[src/rtl/vlpf_pkg.sv]
package vlpf_pkg;

   typedef enum logic {
      ST_RUN  = 1'b0,
      ST_WAIT = 1'b1
   } vlpf_state_e;

   function automatic int unsigned min_u(input int unsigned a, input int unsigned b);
      return (a < b) ? a : b;
   endfunction

endpackage

[src/rtl/vlpf_depth.sv]
module vlpf_depth #(
   parameter int AW          = 16,
   parameter int LINE_BYTES  = 64,
   parameter int ELEM_BYTES  = 4,
   parameter int MVL         = 16,
   parameter int PF_MULT     = 8,
   parameter int CACHE_BYTES = 4096,
   parameter int LOFF        = $clog2(LINE_BYTES),
   parameter int LIW         = AW - LOFF,
   parameter int VLW         = $clog2(MVL + 1)
) (
   input  logic [LIW-1:0] base_line,
   input  logic [VLW-1:0] vl,
   output logic [LIW-1:0] depth
);
   import vlpf_pkg::*;

   localparam int unsigned CAP      = CACHE_BYTES / (MVL * LINE_BYTES) - 1;
   localparam int unsigned RAW_MAX  = (PF_MULT * MVL * ELEM_BYTES + LINE_BYTES - 1) / LINE_BYTES;
   localparam logic [LIW-1:0] LMAX  = '1;

   logic [31:0]     raw_bytes;
   logic [31:0]     raw_lines;
   int unsigned     capped;
   logic [LIW-1:0]  avail;

   assign raw_bytes = 32'(PF_MULT * ELEM_BYTES) * 32'(vl);
   assign raw_lines = (raw_bytes + 32'(LINE_BYTES - 1)) >> LOFF;
   assign avail     = LMAX - base_line;

   generate
      if (RAW_MAX <= CAP) begin : g_uncapped
         assign capped = raw_lines;
      end else begin : g_capped
         assign capped = min_u(raw_lines, CAP);
      end
   endgenerate

   assign depth = LIW'(min_u(capped, 32'(avail)));
endmodule

[src/rtl/vlpf_seq.sv]
module vlpf_seq #(
   parameter int LIW = 10,
   parameter int CAP = 3
) (
   input  logic           clk,
   input  logic           rst_n,
   input  logic           miss_valid,
   input  logic [LIW-1:0] miss_line,
   input  logic [LIW-1:0] depth,
   output logic           miss_ready,
   output logic [LIW-1:0] probe_line,
   input  logic           probe_present,
   output logic           fill_valid,
   output logic [LIW-1:0] fill_line,
   output logic           fill_is_pf,
   input  logic           fill_done,
   output logic           dem_pulse,
   output logic           pf_pulse
);
   import vlpf_pkg::*;

   vlpf_state_e    st;
   logic [LIW-1:0] rem;
   logic [LIW-1:0] nxt;

   always_ff @(posedge clk) begin
      if (!rst_n) begin
         st         <= ST_RUN;
         rem        <= '0;
         nxt        <= '0;
         fill_valid <= 1'b0;
         fill_line  <= '0;
         fill_is_pf <= 1'b0;
      end else begin
         fill_valid <= 1'b0;
         case (st)
            ST_RUN: begin
               if (miss_valid) begin
                  fill_valid <= 1'b1;
                  fill_line  <= miss_line;
                  fill_is_pf <= 1'b0;
                  nxt        <= miss_line + 1'b1;
                  rem        <= depth;
                  st         <= ST_WAIT;
               end else if (rem != '0) begin
                  nxt <= nxt + 1'b1;
                  rem <= rem - 1'b1;
                  if (!probe_present) begin
                     fill_valid <= 1'b1;
                     fill_line  <= nxt;
                     fill_is_pf <= 1'b1;
                     st         <= ST_WAIT;
                  end
               end
            end
            ST_WAIT: begin
               if (fill_done) st <= ST_RUN;
            end
            default: st <= ST_RUN;
         endcase
      end
   end

   assign miss_ready = (st == ST_RUN);
   assign probe_line = nxt;
   assign dem_pulse  = fill_valid && !fill_is_pf;
   assign pf_pulse   = fill_valid && fill_is_pf;

   AST_DEMAND_LINE: assert property (@(posedge clk) disable iff (!rst_n)
      (miss_valid && miss_ready) |=> (fill_valid && !fill_is_pf && fill_line == $past(miss_line)));
   AST_REM_CAP: assert property (@(posedge clk) disable iff (!rst_n)
      rem <= LIW'(CAP));
   AST_PF_ABOVE_BASE: assert property (@(posedge clk) disable iff (!rst_n)
      (fill_valid && fill_is_pf) |-> (fill_line != '0));
   AST_ONE_OUTSTANDING: assert property (@(posedge clk) disable iff (!rst_n)
      fill_valid |-> !miss_ready);
   AST_NO_FILL_WHILE_WAIT: assert property (@(posedge clk) disable iff (!rst_n)
      !miss_ready |=> !fill_valid);
endmodule

[src/rtl/vlpf_stats.sv]
module vlpf_stats #(
   parameter int N  = 3,
   parameter int CW = 16
) (
   input  logic                clk,
   input  logic                rst_n,
   input  logic [N-1:0]        ev,
   output logic [N-1:0][CW-1:0] cnt
);
   generate
      for (genvar i = 0; i < N; i++) begin : g_cnt
         always_ff @(posedge clk) begin
            if (!rst_n)     cnt[i] <= '0;
            else if (ev[i]) cnt[i] <= cnt[i] + 1'b1;
         end
         AST_CNT_MONO: assert property (@(posedge clk) disable iff (!rst_n)
            cnt[i] >= $past(cnt[i]));
      end
   endgenerate
endmodule

[src/rtl/vl_prefetch.sv]
module vl_prefetch #(
   parameter int AW          = 16,
   parameter int LINE_BYTES  = 64,
   parameter int ELEM_BYTES  = 4,
   parameter int MVL         = 16,
   parameter int PF_MULT     = 8,
   parameter int CACHE_BYTES = 4096,
   parameter int CW          = 16,
   localparam int LOFF       = $clog2(LINE_BYTES),
   localparam int LIW        = AW - LOFF,
   localparam int VLW        = $clog2(MVL + 1)
) (
   input  logic           clk,
   input  logic           rst_n,
   input  logic           miss_valid,
   input  logic [AW-1:0]  miss_addr,
   input  logic [VLW-1:0] miss_vl,
   output logic           miss_ready,
   output logic [LIW-1:0] probe_line,
   input  logic           probe_present,
   output logic           fill_valid,
   output logic [LIW-1:0] fill_line,
   output logic           fill_is_pf,
   input  logic           fill_done,
   input  logic           pf_hit,
   output logic [CW-1:0]  cnt_demand,
   output logic [CW-1:0]  cnt_pf,
   output logic [CW-1:0]  cnt_pf_hit
);
   localparam int CAP = CACHE_BYTES / (MVL * LINE_BYTES) - 1;

   generate
      if ((1 << LOFF) != LINE_BYTES || LINE_BYTES % ELEM_BYTES != 0) begin : g_bad_line
         $error("line size must be a power of two and hold whole elements");
      end
      if (CAP < 1) begin : g_bad_cap
         $error("cache too small for any prefetch at this vector length");
      end
      if (PF_MULT < 1 || LIW < 2) begin : g_bad_misc
         $error("multiplier or address width out of range");
      end
   endgenerate

   logic [LIW-1:0]        miss_line;
   logic [LIW-1:0]        depth;
   logic                  dem_pulse;
   logic                  pf_pulse;
   logic [2:0][CW-1:0]    cnts;

   assign miss_line = miss_addr[AW-1:LOFF];

   vlpf_depth #(
      .AW(AW), .LINE_BYTES(LINE_BYTES), .ELEM_BYTES(ELEM_BYTES),
      .MVL(MVL), .PF_MULT(PF_MULT), .CACHE_BYTES(CACHE_BYTES)
   ) u_depth (
      .base_line(miss_line),
      .vl       (miss_vl),
      .depth    (depth)
   );

   vlpf_seq #(.LIW(LIW), .CAP(CAP)) u_seq (
      .clk          (clk),
      .rst_n        (rst_n),
      .miss_valid   (miss_valid),
      .miss_line    (miss_line),
      .depth        (depth),
      .miss_ready   (miss_ready),
      .probe_line   (probe_line),
      .probe_present(probe_present),
      .fill_valid   (fill_valid),
      .fill_line    (fill_line),
      .fill_is_pf   (fill_is_pf),
      .fill_done    (fill_done),
      .dem_pulse    (dem_pulse),
      .pf_pulse     (pf_pulse)
   );

   vlpf_stats #(.N(3), .CW(CW)) u_stats (
      .clk  (clk),
      .rst_n(rst_n),
      .ev   ({pf_hit, pf_pulse, dem_pulse}),
      .cnt  (cnts)
   );

   assign cnt_demand = cnts[0];
   assign cnt_pf     = cnts[1];
   assign cnt_pf_hit = cnts[2];
endmodule

[config.mk]
export PLATFORM = sky130hd
export DESIGN_NAME = vl_prefetch
export DESIGN_NICKNAME = d
export VERILOG_FILES = /design/src/rtl/vlpf_pkg.sv /design/src/rtl/vlpf_depth.sv /design/src/rtl/vlpf_seq.sv /design/src/rtl/vlpf_stats.sv /design/src/rtl/vl_prefetch.sv
export SDC_FILE = /design/constraint.sdc
export NUM_CORES = 1
export LEC_CHECK = 0
export BUFFER_PORTS_ARGS = -buffer_cell sky130_fd_sc_hd__buf_4
export CORE_UTILIZATION = 54
export DETAILED_ROUTE_END_ITERATION = 12
export GPL_TIMING_DRIVEN = 0
export PLACE_DENSITY = 0.89
export SETUP_SLACK_MARGIN = 0.4
export SYNTH_ARGS = -nofsm -noshare
export SYNTH_HDL_FRONTEND = slang
export SYNTH_SLANG_ARGS = --single-unit
[constraint.sdc]
create_clock -name clk -period 2.8 [get_ports clk]
set_clock_uncertainty 0.2 [all_clocks]
set_input_delay 0.14 -clock clk [delete_from_list [all_inputs] [get_ports clk]]
set_output_delay 0.14 -clock clk [all_outputs]
set_load 0.02 [all_outputs]
==> reports/metrics.yaml <==
status: "completed"
vdd_ir_drop_max_mv: 0.378
ys_ff_latch: 81
async_reset_ff_share_pct: 0
grt_usage_pct: 28.3
cap_viol_max_count: 0
port_buffers: 91
crit_type: "register to register"
top_layer_used: "met4"
p_leak_uw: 0.00210
min_to: "u_seq.rem[0]$_SDFFE_PN0P_"
placed_cell_area_sq_um: 4900
crit_path_max_fanout: 5
ant_nets: 0
insertion_delay_ps: 350
drc: 0
syn_area_per_cell_sq_um: 8.31
first_iter_violations: 305
die_x_um: 89.0
crit-reg2reg-launch: "u_seq.rem[1]$_SDFFE_PN0P_"
area_growth_pct: 29.8
nNetsFinal: 648
design.core.area_sq_um: 7290
fmax_ghz: 0.423
diodes: 0
holdWs_ps: 9.29
initial_utilization_pct: 56.1
wl_per_cell_um: 15.9
synth_warnings: 0
rsz0062_at_grt: "true"
dieArea_sq_um: 7920
h-tree-depth: 3
vias_per_cell: 5.92
fin_area_sq_um: 5310
final_util_pct: 72.8
drive_above_1_share_pct: 23.3
cp_data_required_time_ps: 2830
wl_met1_um: 4710
period_minus_slack_ps: 2360
grt_pass1_vias: 3786
worstSetupStartpoint: "u_seq.rem[1]$_SDFFE_PN0P_"
clock_path_buffers: 2
power.total_uw: 3610
r2r-end: "u_seq.rem[0]$_SDFFE_PN0P_"
r2r_slack_ps: 440
crit_arrival_ps: 2390
grt_start_max_net_pins: 16
ys_types: 61
overflow: 0
die_height_um: 89.0
met3_wirelength_um: 859
gp_congestion: 0.952
yosysSeqAreaShare_pct: 39.7
min_path_type: "input pin to register"
dr_wl_met2_um: 5340
synth-main-ff-cell: "dfxtp_1"
end_kind: "register"
clk_pin_slew_worst_paths_ps: 90
io_pins: 98
cts-root-buf: "clkbuf_8"
cts.sinks: 81
hold_depth: 4
synth_edf_count: 0
cts_made_buffers: 9
final_hold_viol_count: 0
min_period_over_period_pct: 84.4
hp-start: "miss_vl[3]"
cts_tree: "yes"
worst_pin_slew_ps: 665
slew_viol_final: 0
rows: 31
first_pass_iters: 5
netlist_area_sq_um: 4090
num_vias: 4242
grt_antenna_before_repair: 0
max_slew_margin_pct: 55.6
rr_worst_depth: 9
finalWirelength_um: 11400
dp_hpwl_um: 7680
final-setup-viol-count: 0
tns_ps: 0
syn_inst: 492
p_per_area_nw_per_um2: 680
start_kind: "register"
grt_pass1_wl_um: 17300
worst max-delay path by stage:
stage	to	slack, ps	cells past startpoint
final	u_seq.rem[0]$_SDFFE_PN0P_	440	9
after global routing	u_seq.rem[0]$_SDFFE_PN0P_	370	9
after CTS	u_seq.rem[1]$_SDFFE_PN0P_	400	9
after detailed placement	u_seq.probe_line[6]$_SDFFE_PN0P_	-130	10
after global placement	u_seq.probe_line[6]$_SDFFE_PN0P_	-60	10
after floorplan	u_seq.probe_line[4]$_SDFFE_PN0P_	580	9
cells in the final DEF, fill, tap and decap left out, types with 7 or more instances in the layout:
cell,count
a21oi_1,31
a31oi_1,7
buf_4,99
clkbuf_1,14
clkbuf_8,9
dfxtp_1,79
dlygate4sd3_1,10
ha_1,8
inv_1,16
mux2i_1,10
nand2_1,32
nand3_1,18
nand4_1,14
nor2_1,70
nor3_1,16
o21ai_0,24
or3_1,14
xnor2_1,24
xor2_1,17
cell usage after synthesis (all sizes together), types with 10 or more instances:
cell type	n	area (sq um)
nand2	32	120
nor2	70	263
or3	14	87.6
nand4	14	87.6
xnor2	24	210
clkbuf	15	57.6
inv	18	67.6
xor2	17	149
dfxtp	81	1620
a21oi	34	178
mux2i	10	100
nor3	17	85.1
o21ai	28	144
nand3	18	90.1
metal layers:
layer  up-vias  GRT usage, %
met5         -             0
met4         0          12.8
met1      1989          35.2
li1       1982             -
met3        54          4.89
met2       217          48.0
where the power goes:
group	leakage (uW)	switching (uW)	internal (uW)	total [uW]
clock network	0.0000973	465	420	885
registers	0.000660	139	1280	1420
logic	0.00134	721	579	1300
cell families after synthesis:
kind of cell	share of synthesized area (%)
simple gates	24.3
compound gates	16.4
flops	39.7
buf+inv	4.68
xor+xnor	8.78
mux	3.28
fa+ha+maj	2.75
other cells	0.0917
worst max-delay path, stage by stage (launching register included):
cell and delay [ps]:
dfxtp_2 360, inv_2 80, ha_4 130, or4b_4 450
buf_6 140, o31ai_4 380, buf_6 180, nor3_1 60
a21oi_1 160, o2bb2ai_1 90
metrics by stage:
step	worst slack [ps]	cells
floorplan	579	493
CTS	401	710
detailed placement	-130	683
global route	368	716
finish	437	716
global placement	-64.5	683
state kept, by name (all words and copies together) (netlist names):
signal            flops
u_seq.probe_line     10
u_stats.cnt          48
u_seq.fill_valid      1
u_seq.fill_is_pf      1
u_seq.st              1
u_seq.fill_line      10
u_seq.rem            10
cell type report:
cell class	count	area (sq um)
Timing Repair Buffer	108	836
Clock inverter	7	78.8
Sequential cell	81	1630
Tap cell	99	124
Fill cell	560	1990
Inverter	19	73.8
Clock buffer	9	124
Multi-Input combinational cell	369	2310
Buffer	24	134
what timing repair did:
| item | CTS | global route |
|---|---|---|
| pin swaps | 1 | 4 |
| gates cloned | 1 | 0 |
| setup endpoints to repair | 17 | 28 |
| setup buffers | 0 | 6 |
| endpoints found under the hold margin | 15 | 0 |
| gates resized for setup | 3 | 19 |
| hold buffers | 10 | 0 |
No activity file was read; power rests on OpenSTA's default activity.
